`src/rtl/ecc_inj_pkg.sv`:
```
package ecc_inj_pkg;
  localparam int CTL_W   = 16;
  localparam int POS_W   = 7;
  localparam int N_MODES = 4;

  // mode indices
  localparam int M_CONT_SGL = 0;
  localparam int M_ONCE_SGL = 1;
  localparam int M_CONT_DBL = 2;
  localparam int M_ONCE_DBL = 3;

  // register bit holding each mode enable (LSB = bit 0)
  localparam int MODE_BIT [N_MODES] = '{13, 12, 9, 8};

  localparam logic [CTL_W-1:0] ENA_MASK = 16'h3300;
  localparam logic [CTL_W-1:0] WR_MASK  = 16'h337F;

  typedef enum logic [1:0] {
    INJ_NONE = 2'd0,
    INJ_SGL  = 2'd1,
    INJ_DBL  = 2'd2
  } inj_kind_e;
endpackage

```
`src/rtl/ecc_inj_rst_sync.sv`:
```
module ecc_inj_rst_sync (
  input  logic clk,
  input  logic rst_n,
  output logic srst_n
);
  logic [1:0] sync_q;

  always_ff @(posedge clk or negedge rst_n) begin
    if (!rst_n) sync_q <= 2'b00;
    else        sync_q <= {sync_q[0], 1'b1};
  end

  assign srst_n = sync_q[1];
endmodule

```
`src/rtl/ecc_inj_ctrl.sv`:
```
module ecc_inj_ctrl
  import ecc_inj_pkg::*;
(
  input  logic               clk,
  input  logic               srst_n,
  input  logic               wr_en,
  input  logic [CTL_W-1:0]   wdata,
  input  logic               rpt_en,
  input  logic               fire_once_sgl,
  input  logic               fire_once_dbl,
  output logic [CTL_W-1:0]   ctl,
  output logic [N_MODES-1:0] armed
);
  logic [CTL_W-1:0]   ctl_q, ctl_d;
  logic [N_MODES-1:0] arm_q, arm_d, fire;

  // next register value: enables are gated by the reporting enable
  always_comb begin
    ctl_d = ctl_q;
    if (wr_en) ctl_d = wdata & WR_MASK & ~(rpt_en ? '0 : ENA_MASK);
  end

  assign fire = {fire_once_dbl, 1'b0, fire_once_sgl, 1'b0};

  for (genvar m = 0; m < N_MODES; m++) begin : g_arm
    localparam int B = MODE_BIT[m];
    logic rise;
    assign rise     = wr_en & ~ctl_q[B] & ctl_d[B];
    assign arm_d[m] = !ctl_d[B] ? 1'b0 :
                      rise      ? 1'b1 :
                                  (arm_q[m] & ~fire[m]);
  end

  always_ff @(posedge clk or negedge srst_n) begin
    if (!srst_n) begin
      ctl_q <= '0;
      arm_q <= '0;
    end else begin
      if (wr_en)              ctl_q <= ctl_d;
      if (wr_en || (|fire))   arm_q <= arm_d;
    end
  end

  assign ctl   = ctl_q;
  assign armed = arm_q;
endmodule

```
`src/rtl/ecc_inj_mask.sv`:
```
module ecc_inj_mask
  import ecc_inj_pkg::*;
#(
  parameter int CW_W = 72
) (
  input  inj_kind_e         kind,
  input  logic [POS_W-1:0]  pos,
  output logic [CW_W-1:0]   mask
);
  for (genvar i = 0; i < CW_W; i++) begin : g_bit
    localparam int PREV = (i == 0) ? CW_W - 1 : i - 1;
    assign mask[i] = ((kind != INJ_NONE) && (pos == POS_W'(i))) ||
                     ((kind == INJ_DBL)  && (pos == POS_W'(PREV)));
  end
endmodule

```
`src/rtl/ecc_wr_injector.sv`:
```
module ecc_wr_injector
  import ecc_inj_pkg::*;
#(
  parameter  int DATA_W = 64,
  parameter  int CHK_W  = 8,
  localparam int CW_W   = DATA_W + CHK_W
) (
  input  logic             clk,
  input  logic             rst_n,
  input  logic             ctl_wr_en,
  input  logic [15:0]      ctl_wdata,
  output logic [15:0]      ctl_rdata,
  input  logic             corr_rpt_en,
  input  logic [CW_W-1:0]  cw_in,
  input  logic             cw_wr_in,
  output logic [CW_W-1:0]  cw_out,
  output logic             cw_wr_out
);
  logic               srst_n;
  logic [CTL_W-1:0]   ctl;
  logic [N_MODES-1:0] armed;
  logic               dbl_on, sgl_on;
  logic               fire_once_sgl, fire_once_dbl;
  inj_kind_e          kind;
  logic [CW_W-1:0]    mask;

  ecc_inj_rst_sync u_rst (
    .clk    (clk),
    .rst_n  (rst_n),
    .srst_n (srst_n)
  );

  ecc_inj_ctrl u_ctrl (
    .clk           (clk),
    .srst_n        (srst_n),
    .wr_en         (ctl_wr_en),
    .wdata         (ctl_wdata),
    .rpt_en        (corr_rpt_en),
    .fire_once_sgl (fire_once_sgl),
    .fire_once_dbl (fire_once_dbl),
    .ctl           (ctl),
    .armed         (armed)
  );

  assign dbl_on = armed[M_CONT_DBL] | armed[M_ONCE_DBL];
  assign sgl_on = armed[M_CONT_SGL] | armed[M_ONCE_SGL];

  // double pattern wins; a one-shot is spent only when its pattern is applied
  always_comb begin
    kind = INJ_NONE;
    if (cw_wr_in) begin
      if (dbl_on)      kind = INJ_DBL;
      else if (sgl_on) kind = INJ_SGL;
    end
  end

  assign fire_once_dbl = cw_wr_in & armed[M_ONCE_DBL];
  assign fire_once_sgl = cw_wr_in & armed[M_ONCE_SGL] & ~dbl_on;

  ecc_inj_mask #(.CW_W(CW_W)) u_mask (
    .kind (kind),
    .pos  (ctl[POS_W-1:0]),
    .mask (mask)
  );

  assign cw_out    = cw_in ^ mask;
  assign cw_wr_out = cw_wr_in;
  assign ctl_rdata = ctl;
endmodule

```
`config.mk`:
```
export PLATFORM = sky130hd
export DESIGN_NAME = ecc_wr_injector
export DESIGN_NICKNAME = d
export VERILOG_FILES = /design/src/rtl/ecc_inj_pkg.sv /design/src/rtl/ecc_inj_rst_sync.sv /design/src/rtl/ecc_inj_ctrl.sv /design/src/rtl/ecc_inj_mask.sv /design/src/rtl/ecc_wr_injector.sv
export SDC_FILE = /design/constraint.sdc
export NUM_CORES = 1
export LEC_CHECK = 0
export ABC_AREA = 1
export BUFFER_PORTS_ARGS = -buffer_cell sky130_fd_sc_hd__buf_4
export CORE_UTILIZATION = 23
export DETAILED_ROUTE_END_ITERATION = 7
export SLEW_MARGIN = 20
export SYNTH_ARGS = -nofsm -noshare
export SYNTH_HDL_FRONTEND = slang
export SYNTH_SLANG_ARGS = --single-unit
```
`constraint.sdc`:
```
create_clock -name clk -period 1.8 [get_ports clk]
set_clock_uncertainty 0.05 [all_clocks]
set_input_delay 0.18 -clock clk [delete_from_list [all_inputs] [get_ports clk]]
set_output_delay 0.18 -clock clk [all_outputs]
set_load 0.02 [all_outputs]
```
---- Yosys cells after proc, flatten, opt, wreduce, memory -nomap -nowiden ----
Cells that the tools add are included.
operators by class
  equal/unequal tests ..................... 74
  mux-type cells .......................... 13
  bitwise logic cells ..................... 25
  reductions and logical operators ........ 222
operators with widths
  operator                                                          number
  7-bit by 6-bit == test with 1-bit output (second input constant)  32
  1-bit logical AND                                                 144
  7-bit by 5-bit == test with 1-bit output (second input constant)  16
  1-bit logical OR                                                  73
  72-bit XOR                                                        1
  7-bit by 4-bit == test with 1-bit output (second input constant)  8
  7-bit == test (second input constant)                             8
  7-bit by 3-bit == test with 1-bit output (second input constant)  4
  14-bit 2-to-1 mux                                                 2
  14-bit by 16-bit bitwise AND with 16-bit output                   1
  16-bit inverter                                                   1
  7-bit by 2-bit == test with 1-bit output (second input constant)  2
  1-bit bitwise AND                                                 13
  1-bit 2-to-1 mux                                                  9
  7-bit by 1-bit == test with 1-bit output (second input constant)  1
  7-bit zero test                                                   1
  1-bit inverter                                                    7
  2-bit 2-to-1 mux                                                  2
  2-bit != test (second input constant)                             2
  2-bit AND reduction                                               2
  2-bit == test (second input constant)                             1
  1-bit OR                                                          2
  2-bit nonzero test                                                1
  2-bit OR reduction                                                1
storage, ports and cells
  flip-flop bits (word level) ............. 22
  input port bits ......................... 93
  output and inout port bits .............. 89
  logic and storage cells ................. 339

---- Depth between registers and ports, before layout ----
Gate-level depths: netlist of the first run.
  depth after elaboration ................. 8
  gate-level depth with buffers ........... 8
  depth with buffers taken out ............ 8

---- Hierarchy ----
From an unflattened synthesis of the first run, not the netlist that was laid out.
second synthesis, totals
  cell total of the unflattened synthesis .. 451
  area, all modules ....................... 2,852.7 sq um
by module, submodules not included
  module            instances  cells each  area an instance (sq um)  sequential area each (sq um)
  ecc_inj_mask      1          286         1,453.9                   0.0
  ecc_wr_injector   1          83          678.2                     0.0
  ecc_inj_ctrl      1          79          666.9                     375.4
  ecc_inj_rst_sync  1          3           53.8                      50.0

---- Least setup slack after synthesis of the first run ----
OpenSTA, ideal clock, no wires.
  path type ............................... reg2out
  start point ............................. register u_ctrl.ctl_q[4] (netlist: u_ctrl.ctl[4])
  end point ............................... output port cw_out[8]
  data arrival time ....................... 1.389 ns
  required time ........................... 1.570 ns
  setup slack ............................. 0.181 ns
  cell stages (with the launch flop) ...... 9
  buffers on the path ..................... 1
  path through ............................ dfrtp_1 inv_1 nand3_2 buf_6 nor2_1 nand2_1 nand2_1 nand2_1 nand2_1
between the ends
  cells in the longest elaborated chain, start to end .. 4
  elaborated cells on any way between the ends .. 6
  those cells by class .................... eq/ne: 2; bitwise: 1; reduce/logical: 3
RTL lines
  item                                                                                                  RTL line                                text
  from (decl)                                                                                           ecc_inj_ctrl.sv:14                      logic [CTL_W-1:0] ctl_q, ctl_d;
  from (signal assigned)                                                                                ecc_inj_ctrl.sv:39                      if (wr_en) ctl_q <= ctl_d;
  7-bit by 4-bit == test with 1-bit output or 7-bit by 3-bit == test with 1-bit output (tied branches)  ecc_inj_mask.sv:12, ecc_inj_mask.sv:13
  1-bit logical AND, on equally long branches                                                           ecc_inj_mask.sv:12, ecc_inj_mask.sv:13
  1-bit logical OR *                                                                                    ecc_inj_mask.sv:12                      assign mask[i] = ((kind != INJ_NONE) && (pos == POS_W'(i))) ||
  72-bit XOR *                                                                                          ecc_wr_injector.sv:66                   assign cw_out = cw_in ^ mask;
  to (decl)                                                                                             ecc_wr_injector.sv:16                   output logic [CW_W-1:0] cw_out,
Every way passes the cells marked *; elsewhere a longest branch is shown, timed or not.

---- Final worst setup path of the first run ----
  start point ............................. register u_ctrl.ctl_q[3] (netlist: u_ctrl.ctl[3])
  end point ............................... output port cw_out[17]
between the ends
  cells in the longest elaborated chain, start to end .. 4
  elaborated cells on any way between the ends .. 6
  those cells by class .................... eq/ne: 2; bitwise: 1; reduce/logical: 3
RTL lines
  item                                                                RTL line
  7-bit by 5-bit == test with 1-bit output, on equally long branches  ecc_inj_mask.sv:12, ecc_inj_mask.sv:13
  1-bit logical AND, on equally long branches                         ecc_inj_mask.sv:12, ecc_inj_mask.sv:13
  1-bit logical OR *                                                  ecc_inj_mask.sv:12
  72-bit XOR *                                                        ecc_wr_injector.sv:66
Marked as above.

==> results, run 1 <==
- The worst-margin pin slew is 0.6271 ns.
- During placement, the flow inserted port buffers numbering 171.
- The number of global-route vias before repair was 4368.
- Once placement finished, the instance area stood at 4996 µm².
- The post-route setup TNS is -6.349 ns.
- Setup violations remaining at the end of the flow were counted as 72.
- The clock input transition at the sequential cells of the worst setup and hold paths is about 0.050 ns.
- Setup repair after global routing could not meet its margin everywhere.
- The critical path's top delay family is simple AND/OR/NAND/NOR gates.
- The area enclosed by the die boundary is 15040 µm².
- The pin count of the biggest net entering global routing is 40.
- Clock tree synthesis found a total of 17 sinks.
- In this run the worst path has a maximum fanout of 5.
- The count of unique library cells instantiated by Yosys is 17.
- The die width is 122.6 µm.
- For this run, global-route usage on met2 was measured as 0.3072.
- Summed over all layers, the routed wires come to roughly 14000 µm.
- The number of antenna diodes in the final layout is 0.
- For this run, the top clock speed supported by timing is 0.5142 GHz.
- The pre-CTS worst setup slack is -0.06722 ns.
- The category of the worst setup path capture point is a primary output.
- In the synthesized netlist, the number of instances is 723.
- Dividing total power by cell area gives a power density of 400.5 nW/µm².
- The count of buffering cells on the critical path with inverters included is 2.
- The sequential area share after synthesis is 0.1271.
- CTS built an H-tree with a depth of 1.
- The number of maximum-capacitance violations is 0.
- After layout, the worst setup slack is -0.1449 ns.
- The proportion of layout cells with a drive suffix above 1 is 0.4149.
- Summed over all nets, the half-perimeter wirelength after detailed placement is 10540 µm.
- For met3 alone, demand over resource in global routing was 0.02556.
- The number of antenna violations at the first check in global routing is 0.
- The number of flip-flops and latches in the synthesized netlist is 17.
- The first global-routing pass estimated 20710 µm of wire.
- The kind of start point of the critical path is a flip-flop.
- For this run, design rule violations remaining after detail routing come to 0.
- The finished cells cover 6380 µm².
- TritonCTS built the clock tree.
- Among all stages on the critical path, the largest delay is contributed by sky130_fd_sc_hd__dfrtp_2.
- The mean area per synthesized cell is between 4 and 5 µm².
- The floorplan step set the die height to 122.6 µm.
- After floorplanning, the core was divided into between 40 and 50 placement rows.
- The total via count after detailed routing is 4931.
- The setup path with the least slack is of type reg -> out.
- After the first detailed-routing iteration, the DRC count stood at 245.
- For this run, the total global-route usage over all layers was measured as 0.1737.
- Hold is met by 0.09291 ns.
- The CTS root buffer is sky130_fd_sc_hd__clkbuf_16.
- The final weighted congestion in routability-driven placement is 0.8872.
- The placeable core area is roughly 14000 µm².
- The stage delay of the slowest cell on the critical path is 0.47 ns.
- Of the available clock period, the critical path in the final layout requires 1.081.
- The final-report hold violation count is 0.
- The checks that failed: negative setup slack.
- The number of placed instances with taps included is 1082.
- STA puts the critical path data required time at 1.57 ns.
- The count of non-filler cells in the finished layout is between 1000 and 1500.
- At the worst endpoint, the arrival time is ~1.7 ns.
- The maximum number of buffers from clock root to sink is 2.
- The worst pin sits at a relative slew slack of 0.5819.
- The first detailed-routing pass ran for 4 iterations.
- From synthesis to final layout, the design area changed by 90.62%.
- The clock insertion delay at the later pin of the skew report is 0.25 ns.
- The leakage component of the power is about 3.5 nW.
- met2 is the most crowded layer.
- The average detailed-routed wire length per instance is ~13 µm.
- The run finished, with violations left.
- The number of nets with antenna violations after routing is 0.
- The via count normalized by instance count is between 4 and 5.
- The cell repeated most along the worst path is sky130_fd_sc_hd__nand2_1.
- Walking the worst path, the cells encountered are nor2_4 -> buf_4 -> nand2_4 -> nor2_1 -> nand2_1 -> nand2_1 -> nand2_1 -> nand2_1 -> buf_4.
- The overflow left after global routing is 0.
- The path class of the tightest hold or removal check is in -> reg.
- The smallest clock period supported by the final layout is computed as 1.945 ns.
- The count of pins over their slew limit is 0.
- The synthesized netlist occupies a cell area of 3347 µm².
- The global routing usage on met1 is 0.2266.
- VDD sags by at most 0.3277 mV.
- The number of buffers created by CTS is 3.
- The starting density of the core is 0.2383.
- The net total in the final layout is 1022.
- Yosys printed 0 warnings.
- The count of pins on the block boundary is around 180.
-- synth_stat cells --
cell type | instances | area, µm²
sky130_fd_sc_hd__buf_2 | 9 | 45.04
sky130_fd_sc_hd__o21ai_1 | 2 | 10.01
sky130_fd_sc_hd__conb_1 | 2 | 7.510
sky130_fd_sc_hd__nor2_1 | 87 | 326.6
sky130_fd_sc_hd__nand2_2 | 1 | 6.260
sky130_fd_sc_hd__clkbuf_1 | 1 | 3.750
sky130_fd_sc_hd__nand3_1 | 97 | 485.5
sky130_fd_sc_hd__nand2_1 | 375 | 1408
sky130_fd_sc_hd__inv_2 | 2 | 7.510
sky130_fd_sc_hd__nand3_2 | 4 | 40.04
sky130_fd_sc_hd__nor2_4 | 1 | 11.26
sky130_fd_sc_hd__o21ai_0 | 14 | 70.07
sky130_fd_sc_hd__inv_1 | 91 | 341.6
sky130_fd_sc_hd__dfrtp_1 | 17 | 425.4
sky130_fd_sc_hd__a21oi_1 | 4 | 20.02
sky130_fd_sc_hd__buf_4 | 11 | 82.58
sky130_fd_sc_hd__buf_6 | 5 | 56.30
-- flip-flops by register name, indices dropped and copies added, names as in the netlist --
register,cells
u_ctrl.armed,4
u_rst.sync_q,2
u_ctrl.ctl,11
-- cells by family after synthesis --
kind of cell / synth area share
and+or+nand+nor: 0.6804
other: 0.002244
DFF: 0.1271
AOI/OAI and AO/OA: 0.02991
buffers and inverters: 0.1604
-- cell type report --
cell class | instances | area [µm²]
clock buffer | 4 | 78.83
fill | 1460 | 7662
inverter | 93 | 364.1
multi-input combinational | 591 | 3187
sequential | 17 | 430.4
tap | 180 | 225.2
timing repair buffer | 223 | 2095
-- power breakdown --
part           switching (mW)  leakage (nW)  total, mW  internal, mW
registers              0.0519         0.207      0.472         0.421
logic                   0.950          3.21       1.64         0.685
clock network           0.147        0.0382      0.448         0.301
-- tightest hold or removal path: stages --
cell	delay (ns)
sky130_fd_sc_hd__buf_4	0.08
sky130_fd_sc_hd__nand2_1	0.04
sky130_fd_sc_hd__o21ai_0	0.05
-- metrics by stage --
| stage | power, mW | util |
|---|---|---|
| 3_3_place_gp | 1.687 | 0.3558 |
| 2_1_floorplan | 1.111 | - |
| 3_5_place_dp | 1.697 | 0.3558 |
| 4_1_cts | 2.293 | 0.3959 |
| 5_1_grt | 2.701 | 0.4543 |
| 6_report | 2.555 | 0.4543 |
-- final timing paths --
check | end | slack [ns] | from | cells after the start
worst max-delay path | cw_out[17] | -0.14 | u_ctrl.ctl[3] | 9
worst min register to register | u_ctrl.armed[0] | 0.21 | u_rst.sync_q[1] | 0
worst min-delay path | u_ctrl.ctl[4] | 0.09 | ctl_wdata[4] | 3
worst max register to register | u_ctrl.armed[2] | 0.59 | u_ctrl.armed[3] | 6
min in group asynchronous | u_rst.sync_q[0] | 0.20 | rst_n | 2
max in group asynchronous | u_ctrl.ctl[0] | 1.05 | u_rst.sync_q[1] | 0
-- per-layer routing --
metal / vias to the layer above / part of all wire / routed length (µm)
met3: 10 / 0.052 / 722
met1: 2192 / 0.46 / 6362
met4: 0 / 0.010 / 144
met2: 130 / 0.48 / 6747
li1: 2599 / - / -
met5: - / 0 / 0
-- timing repair --
action | 4_1_cts | 5_1_grt
pin swaps | 12 | 32
setup endpoints to repair | 72 | 72
gates cloned | 0 | 4
gates resized for setup | 135 | 156
hold buffers | 1 | 0
endpoints found under the hold margin | 2 | 0
buffers inserted | 4 | 14
-- cells in the final DEF (no fill, tap or decap), types with 3 or more instances in the layout --
master / netlist / final
sky130_fd_sc_hd__nor2_4: 1 / 48
sky130_fd_sc_hd__buf_4: 11 / 152
sky130_fd_sc_hd__inv_4: 0 / 3
sky130_fd_sc_hd__buf_6: 5 / 54
sky130_fd_sc_hd__o21ai_0: 14 / 14
sky130_fd_sc_hd__nor2_1: 87 / 22
sky130_fd_sc_hd__conb_1: 2 / 6
sky130_fd_sc_hd__nand2_4: 0 / 11
sky130_fd_sc_hd__nand3_1: 97 / 82
sky130_fd_sc_hd__nand2_2: 1 / 44
sky130_fd_sc_hd__nand2_1: 375 / 318
sky130_fd_sc_hd__nand2_8: 0 / 3
sky130_fd_sc_hd__nand3_2: 4 / 9
sky130_fd_sc_hd__nand3_4: 0 / 10
sky130_fd_sc_hd__dfrtp_2: 0 / 4
sky130_fd_sc_hd__clkbuf_16: 0 / 7
sky130_fd_sc_hd__dfrtp_1: 17 / 13
sky130_fd_sc_hd__buf_12: 0 / 11
sky130_fd_sc_hd__inv_1: 91 / 80
sky130_fd_sc_hd__a21oi_1: 4 / 4
sky130_fd_sc_hd__nor2_2: 0 / 18
sky130_fd_sc_hd__inv_2: 2 / 8
(Power assumes the default switching activity.)
==> run 2: changes to the inputs <==
--- a/config.mk
+++ b/config.mk
@@ -15 +15,2 @@
 export SYNTH_SLANG_ARGS = --single-unit
+export TNS_END_PERCENT = 50
==> constraint.sdc (replaced) <==
create_clock -name clk -period 1.8 [get_ports clk]
set_clock_uncertainty 0.05 [all_clocks]
set_input_delay 0.36 -clock clk [delete_from_list [all_inputs] [get_ports clk]]
set_output_delay 0.36 -clock clk [all_outputs]
set_load 0.02 [all_outputs]
==> results, run 2 (synthesis results as in run 1) <==
- The number of maximum-capacitance violations is 0 (unchanged).
- The reported net switching power came to 1.132 mW (was 1.149 mW).
- The count of pins over their slew limit is 0 (unchanged).
- The antenna diode count is 0 (unchanged).
- The reg-to-reg setup timing slack is 0.48 ns (was 0.59 ns).
- The wire length of the first global-routing pass is 21230 µm (was 20710 µm).
- The area enclosed by the die boundary was 15040 µm² (unchanged).
- Violations in the final reports: negative setup slack (unchanged).
- The total half-perimeter wirelength after legalization and detailed placement is 10600 µm (was 10540 µm).
- The net total in the final layout came to 1032 (was 1022).
- The clock network fraction of total power is 0.167 (was 0.175).
- The capture point of the worst reg-to-reg path was u_ctrl.armed[1] (was u_ctrl.armed[2]).
- The part of the cycle the worst path needs is 1.180 (was 1.081).
- The synthesis-to-finish area growth is 88.41% (was 90.62%).
- The global router's overall resource usage is 0.1790 (was 0.1737).
- The number of global-route vias before repair is 4347 (was 4368).
- The via count normalized by instance count was 4.403 (was 4.450).
- The share of total power consumed by net switching came to 0.4308 (was 0.4495).
- The final total power came to 2.628 mW (was 2.555 mW).
- The final count of negative-setup-slack endpoints came to 72 (unchanged).
- The internal cell power came to 1.496 mW (was 1.407 mW).
- The category of the worst setup path capture point is a primary output (unchanged).
- The worst slew slack as a fraction of its limit was 0.5861 (was 0.5819).
- The residual DRC count is 0 (unchanged).
- Worst path cell trace: inv_2 -> nor2_4 -> buf_6 -> nand2_4 -> buf_12 -> nor2_4 -> nand2_2 -> nand2_1 -> nand2_1 -> nand2_1 -> buf_6 (was nor2_4 -> buf_4 -> nand2_4 -> nor2_1 -> nand2_1 -> nand2_1 -> nand2_1 -> nand2_1 -> buf_4).
- The final-report hold violation count came to 0 (unchanged).
- The largest fanout on the critical path came to 5 (unchanged).
- The number of rows in the core area is 43 (unchanged).
- The average detailed-routed wire length per instance was 12.49 µm (was 12.61 µm).
- The clock insertion delay at the later pin of the skew report is 0.24 ns (was 0.25 ns).
- The worst hold slack is 0.2065 ns (was 0.09291 ns).
- The CTS root buffer is sky130_fd_sc_hd__clkbuf_16 (unchanged).
- The maximum number of buffers from clock root to sink is 2 (unchanged).
- The category of the critical setup timing path is reg -> out (unchanged).
- The leakage component of the power is 3.498 nW (was 3.460 nW).
- The overflow left after global routing is 0 (unchanged).
- The critical-path cell with the highest stage delay is sky130_fd_sc_hd__dfrtp_2 (unchanged).
- The share of total power in combinational logic is 0.655 (was 0.640).
- Setup repair after global routing missed its margin: yes (unchanged).
- The count of buffers inserted at the top-level ports came to 171 (unchanged).
- The fraction of power consumed by sequential logic is 0.178 (was 0.185).
- The number of fillers in the final layout was 1503 (was 1460).
- The critical path arrival is 1.71 ns (about the same).
- The minimum period implied by the final worst setup slack is 2.124 ns (was 1.945 ns).
- The flip-flop count of the largest register, all copies and words added came to 11 (unchanged).
- The required arrival time at the worst endpoint came to 1.39 ns (was 1.57 ns).
- The worst reg2reg path depth is 7 (was 6).
- The violation count after the first detailed-routing iteration is 239 (was 245).
- Result of the run: complete, but fails checks (unchanged).
- The H-tree depth is 1 (unchanged).
- The kind of start point of the critical path is a flip-flop (unchanged).
- The clock input transition at the sequential cells of the worst setup and hold paths was 0.05 ns (about the same).
- The pin count of the biggest net entering global routing is 31 (was 40).
- The clock tree from TritonCTS is yes (unchanged).
- The die width is 122.6 µm (unchanged).
- The number of nets with antenna violations after routing was 0 (unchanged).
- The final core utilization was 0.4491 (was 0.4543).
- The number of buffers created by CTS is 3 (unchanged).
- The total wire length was 13970 µm (was 13980 µm).
- The proportion of layout cells with a drive suffix above 1 is 0.4211 (was 0.4149).
- The vertical die dimension was 122.6 µm (unchanged).
- The worst min-delay path category is reg -> async (was in -> reg).
- The number of antenna violations at the first check in global routing is 0 (unchanged).
- The count of pins on the block boundary was 182 (unchanged).
- The highest clock rate is 0.4708 GHz (was 0.5142 GHz).
- Most used cells in the layout excluding fill and tap cells: sky130_fd_sc_hd__nand2_1, sky130_fd_sc_hd__buf_4, sky130_fd_sc_hd__nand3_1 (unchanged).
- The cell repeated most along the worst path is sky130_fd_sc_hd__nand2_1 (unchanged).
- The placeable core area is 14040 µm² (unchanged).
- The maximum vdd drop was 0.4680 mV (was 0.3277 mV).
- The stage delay of the slowest cell on the critical path is 0.45 ns (was 0.47 ns).
- The final worst slack is -0.3239 ns (was -0.1449 ns).
- The final weighted congestion in routability-driven placement came to 0.8351 (was 0.8872).
- The starting density of the core came to 0.2383 (unchanged).
- The first-pass detailed-route iteration total is 5 (was 4).
- The cell area power density is 416.7 nW/µm² (was 400.5 nW/µm²).
- The most frequent standard cell in the layout excluding fill and tap cells is sky130_fd_sc_hd__nand2_1 (unchanged).
- The total via count after detailed routing was 4923 (was 4931).
- The worst-margin pin slew is 0.6208 ns (was 0.6271 ns).
- The number of clock sinks came to 17 (unchanged).
- The origin of the critical flop-to-flop path is u_ctrl.armed[3] (unchanged).
run 2: changes by cell type in the layout (fill, tap and decap cells not counted), sizes merged:
| cell | delta |
|---|---|
| buf | +12 |
| clkbuf | -2 |
run 2: routing by layer:
| layer | up-vias | global-route usage | part of all wire |
|---|---|---|---|
| met1 | 2178 | 0.2461 | 0.47 |
| li1 | 2622 | - | - |
| met3 | 4 | 0.02184 | 0.053 |
| met2 | 119 | 0.3086 | 0.47 |
| met5 | - | 0 | 0 |
| met4 | 0 | 0.01296 | 0.0042 |
run 2: power by group through the flow:
stage | Clock [mW] | Sequential, mW | Combinational, mW
6_report | 0.438 | 0.467 | 1.72
5_1_grt | 0.467 | 0.474 | 1.84
4_1_cts | 0.444 | 0.465 | 1.60
3_5_place_dp | 0 | 0.461 | 1.28
3_3_place_gp | 0 | 0.461 | 1.28
2_1_floorplan | 0 | 0.486 | 0.626
run 2: per-stage QoR:
| stage | cells | setup TNS [ns] | setup WS [ns] | cell area (µm²) |
|---|---|---|---|---|
| final | 1118 | -18.84 | -0.3239 | 6306 |
| after global routing | 1118 | -25.64 | -0.4244 | 6306 |
| after CTS | 1118 | -19.45 | -0.3263 | 5857 |
| after detailed placement | 1100 | -6.729 | -0.2240 | 5131 |
| after global placement | 1100 | -6.396 | -0.2377 | 5131 |
| after floorplan | 727 | 0 | 0.001045 | 3362 |
run 2: how the worst max path moves through the flow:
stage	from	end	slack, ns	depth (start not counted)
2_1_floorplan	u_ctrl.ctl[4]	cw_out[8]	0.001	8
3_3_place_gp	u_ctrl.ctl[3]	cw_out[2]	-0.24	8
3_5_place_dp	u_ctrl.ctl[0]	cw_out[2]	-0.22	9
4_1_cts	u_ctrl.ctl[2]	cw_out[39]	-0.33	10
5_1_grt	u_ctrl.ctl[2]	cw_out[69]	-0.42	11
6_report	u_ctrl.ctl[2]	cw_out[5]	-0.32	11
run 2: repair_timing:
item | CTS | global route
resized for setup | 140 | 124
setup endpoints to repair | 72 | 72
endpoints found under the hold margin | 2 | 0
hold buffers | 1 | 0
buffers inserted | 8 | 0
gates cloned | 5 | 2
pin swaps | 9 | 22
run 2: cell type report:
cell class	instances	area (µm²)	area share
Timing Repair Buffer	233	2208	0.3502
Tap cell	180	225.2	0.03571
Clock buffer	4	78.83	0.01250
Multi-Input combinational cell	591	3007	0.4768
Sequential cell	17	430.4	0.06825
Inverter	93	356.6	0.05655
run 2: critical path, delay by kind of cell (launching register included):
kind                   cells  cell delay (ns)
and+or+nand+nor            7             0.55
DFF                        1             0.45
buffers and inverters      4             0.47
==> run 3: changes to the inputs <==
CORE_MARGIN = 4   (was unset)
SYNTH_HIERARCHICAL = 1   (was unset)
==> results, run 3 <==
- The die width is 119.4 µm (was 122.6 µm).
- The clock tree from TritonCTS is yes (unchanged).
- The sequential area share after synthesis is 0.1491 (was 0.1271).
- The violation count after the first detailed-routing iteration is 140 (was 239).
- The clock insertion delay at the later pin of the skew report is 0.24 ns (about the same).
- The number of flip-flops and latches in the synthesized netlist came to 17 (unchanged).
- The total wire length was 12250 µm (was 13970 µm).
- The first-pass detailed-route iteration total was 4 (was 5).
- Setup repair after global routing missed its margin: yes (unchanged).
- The via count normalized by instance count is 4.531 (was 4.403).
- The highest clock rate is 0.4375 GHz (was 0.4708 GHz).
- The worst reg2reg path depth came to 6 (was 7).
- The category of the worst setup path capture point is a primary output (unchanged).
- The starting density of the core was 0.2365 (was 0.2383).
- The stage delay of the slowest cell on the critical path was 0.38 ns (was 0.45 ns).
- The largest fanout on the critical path is 6 (was 5).
- Leading post-synthesis cells by instance count: sky130_fd_sc_hd__nand3_1, sky130_fd_sc_hd__nand2_1, sky130_fd_sc_hd__xor2_1, sky130_fd_sc_hd__buf_4, sky130_fd_sc_hd__dfrtp_1 (was sky130_fd_sc_hd__nand2_1, sky130_fd_sc_hd__nand3_1, sky130_fd_sc_hd__inv_1, sky130_fd_sc_hd__nor2_1, sky130_fd_sc_hd__dfrtp_1).
- The required arrival time at the worst endpoint was 1.39 ns (about the same).
- The pin count of the biggest net entering global routing is 52 (was 31).
- The number of rows in the core area was 40 (was 43).
- The reg-to-reg setup timing slack is 0.53 ns (was 0.48 ns).
- The total half-perimeter wirelength after legalization and detailed placement is 8922 µm (was 10600 µm).
- The most repeated cell in the gate-level netlist after synthesis is sky130_fd_sc_hd__nand3_1 (was sky130_fd_sc_hd__nand2_1).
- The synthesized instance count is 451 (was 723).
- The H-tree depth is 1 (unchanged).
- The count of pins on the block boundary is 182 (unchanged).
- The wire length of the first global-routing pass came to 17310 µm (was 21230 µm).
- Worst path cell trace: nor2_2 -> nand2_2 -> nor2_2 -> buf_4 -> nor2_4 -> buf_6 -> clkbuf_16 -> nand3_2 -> nand2_2 -> xor2_2 -> buf_4 (was inv_2 -> nor2_4 -> buf_6 -> nand2_4 -> buf_12 -> nor2_4 -> nand2_2 -> nand2_1 -> nand2_1 -> nand2_1 -> buf_6).
- The vertical die dimension is 119.4 µm (was 122.6 µm).
- The number of antenna violations at the first check in global routing was 0 (unchanged).
- The kind of start point of the critical path was a flip-flop (unchanged).
- The final worst slack was -0.4857 ns (was -0.3239 ns).
- The total via count after detailed routing is 3738 (was 4923).
- The origin of the critical flop-to-flop path was u_ctrl/armed[1] (was u_ctrl.armed[3]).
- The count of pins over their slew limit is 0 (unchanged).
- The CTS root buffer is sky130_fd_sc_hd__clkbuf_16 (unchanged).
- The maximum vdd drop is 0.5778 mV (was 0.4680 mV).
- The number of fillers in the final layout is 1154 (was 1503).
- The net total in the final layout came to 751 (was 1032).
- The clock input transition at the sequential cells of the worst setup and hold paths is 0.05 ns (about the same).
- The most frequent standard cell in the layout excluding fill and tap cells is sky130_fd_sc_hd__buf_4 (was sky130_fd_sc_hd__nand2_1).
- The number of nets with antenna violations after routing was 0 (unchanged).
- Violations in the final reports: negative setup slack (unchanged).
- The antenna diode count came to 0 (unchanged).
- Result of the run: complete, but fails checks (unchanged).
- The worst hold slack came to 0.1861 ns (was 0.2065 ns).
- The count of warnings emitted by yosys was 6 (was 0).
- The placeable core area is 12060 µm² (was 14040 µm²).
- The worst-margin pin slew came to 0.5762 ns (was 0.6208 ns).
- The average detailed-routed wire length per instance came to 14.85 µm (was 12.49 µm).
- The count of buffers inserted at the top-level ports is 171 (unchanged).
- The critical-path cell with the highest stage delay is sky130_fd_sc_hd__dfrtp_1 (was sky130_fd_sc_hd__dfrtp_2).
- The final count of negative-setup-slack endpoints is 72 (unchanged).
- The proportion of register bits with asynchronous set or reset after synthesis is 1.000 (unchanged).
- The mean area per synthesized cell is 6.325 µm² (was 4.629 µm²).
- The final weighted congestion in routability-driven placement is 0.8053 (was 0.8351).
- The part of the cycle the worst path needs is 1.270 (was 1.180).
- The dominant cell type by area after synthesis is sky130_fd_sc_hd__nand3_1 (was sky130_fd_sc_hd__nand2_1).
- The summed area of non-filler cells in the final layout is 6160 µm² (was 6306 µm²).
- The leakage component of the power is 2.856 nW (was 3.498 nW).
- The maximum number of buffers from clock root to sink came to 2 (unchanged).
- The number of buffers created by CTS is 3 (unchanged).
- The flip-flop count of the largest register, all copies and words added is 11 (unchanged).
- The prevailing post-synth register cell is sky130_fd_sc_hd__dfrtp_1 (unchanged).
- The critical path arrival is 1.88 ns (was 1.71 ns).
- The number of maximum-capacitance violations is 0 (unchanged).
- The count of unique library cells instantiated by Yosys came to 17 (unchanged).
- The area fraction of the dominant cell type after synthesis is 0.2632 (was 0.4206).
- The worst setup path endpoint is cw_out[31] (was cw_out[5]).
- The proportion of layout cells with a drive suffix above 1 is 0.7199 (was 0.4211).
- Top cells by area, synth: sky130_fd_sc_hd__nand3_1, sky130_fd_sc_hd__xor2_1, sky130_fd_sc_hd__dfrtp_1 (was sky130_fd_sc_hd__nand2_1, sky130_fd_sc_hd__nand3_1, sky130_fd_sc_hd__dfrtp_1).
- The final-report hold violation count was 0 (unchanged).
- The category of the critical setup timing path is reg -> out (unchanged).
- The cell area power density is 415.1 nW/µm² (was 416.7 nW/µm²).
- The global router's overall resource usage is 0.1456 (was 0.1790).
- The capture point of the worst reg-to-reg path is u_ctrl/armed[0] (was u_ctrl.armed[1]).
- The combined area of all synthesized cells is 2853 µm² (was 3347 µm²).
- The number of flops mapped to enable cells by yosys is 0 (unchanged).
- The number of global-route vias before repair is 3496 (was 4347).
- The area enclosed by the die boundary is 14250 µm² (was 15040 µm²).
- The placement-stage cell area was 5160 µm² (was 5131 µm²).
- The worst slew slack as a fraction of its limit is 0.6159 (was 0.5861).
- The start point of the critical path is u_ctrl/armed[3] (was u_ctrl.ctl[2]).
- The synthesis-to-finish area growth was 115.9% (was 88.41%).
- Most used cells in the layout excluding fill and tap cells: sky130_fd_sc_hd__buf_4, sky130_fd_sc_hd__nand3_1, sky130_fd_sc_hd__nand2_2 (was sky130_fd_sc_hd__nand2_1, sky130_fd_sc_hd__buf_4, sky130_fd_sc_hd__nand3_1).
- The worst min-delay path category is reg -> async (unchanged).
- The number of clock sinks is 17 (unchanged).
- The residual DRC count was 0 (unchanged).
- The minimum period implied by the final worst setup slack is 2.286 ns (was 2.124 ns).
- The overflow left after global routing is 0 (unchanged).
## run 3: cell count changes after synthesis, moves of 10 or more
cell,previous run,this run
sky130_fd_sc_hd__inv_1,91,7
sky130_fd_sc_hd__nand2_1,375,113
sky130_fd_sc_hd__nand3_1,97,150
sky130_fd_sc_hd__nor2_1,87,12
sky130_fd_sc_hd__nor2_2,0,12
sky130_fd_sc_hd__nor2_4,1,11
sky130_fd_sc_hd__o21ai_0,14,0
sky130_fd_sc_hd__xor2_1,0,72
## run 3: kinds of logic after synthesis
logic type / Yosys count / share of synthesized area
xor gates and xnor gates: 72 / 0.2211
other: 2 / 0.002633
and+or+nand+nor: 310 / 0.5246
DFF: 17 / 0.1491
buffers and inverters: 50 / 0.1026
## run 3: worst min path at each step
stage	startpoint	end	slack (ns)
detailed placement	rst_n	u_rst/sync_q[0]	0.09
floorplan	rst_n	u_rst/sync_q[0]	0.01
CTS	u_rst/sync_q[1]	u_ctrl/ctl[12]	0.21
global route	u_rst/sync_q[1]	u_ctrl/ctl[3]	0.25
finish	u_rst/sync_q[1]	u_ctrl/ctl[12]	0.19
global placement	rst_n	u_rst/sync_q[0]	0.09
## run 3: layout make-up
cell class | instances | area (µm²) | area share
Sequential cell | 17 | 427.9 | 0.06947
Timing Repair Buffer | 234 | 2237 | 0.3632
Tap cell | 168 | 210.2 | 0.03413
Clock buffer | 4 | 78.83 | 0.01280
Multi-Input combinational cell | 388 | 3153 | 0.5119
Inverter | 14 | 52.55 | 0.008531
## run 3: stage by stage
stage / TNS, ns / total power [mW] / utilization / cells / setup slack (ns)
final: -31.71 / 2.557 / 0.5107 / 825 / -0.4857
after global routing: -39.04 / 2.688 / 0.5107 / 825 / -0.5813
after CTS: -31.38 / 2.268 / 0.4490 / 811 / -0.4636
after detailed placement: -21.13 / 1.802 / 0.4278 / 806 / -0.3593
after global placement: -19.42 / 1.780 / 0.4278 / 806 / -0.3219
after floorplan: -7.602 / 1.225 / - / 455 / -0.1098
## run 3: power breakdown
part	internal (mW)	switching [mW]	total [mW]
sequential	0.420	0.0422	0.462
combinational	0.762	0.899	1.66
clock	0.300	0.134	0.434
## run 3: repair_timing
| item | in CTS | in global routing |
|---|---|---|
| setup endpoints to repair | 72 | 72 |
| resized for setup | 61 | 128 |
| pin swaps | 4 | 64 |
| hold buffers | 1 | 0 |
| endpoints found under the hold margin | 2 | 0 |
| setup buffers | 0 | 5 |
| gates cloned | 0 | 9 |
## run 3: per-layer routing
layer | wire length [µm] | global-route usage
met5 | 0 | 0
met2 | 6363 | 0.2639
met4 | 255 | 0.03579
met3 | 815 | 0.02279
met1 | 4815 | 0.1800
## run 3: critical path: cells and delay by family, from the launching register on
kind | cells | cell delay (ns)
DFF | 1 | 0.38
and+or+nand+nor | 6 | 0.50
xor gates and xnor gates | 1 | 0.17
buffers and inverters | 4 | 0.58
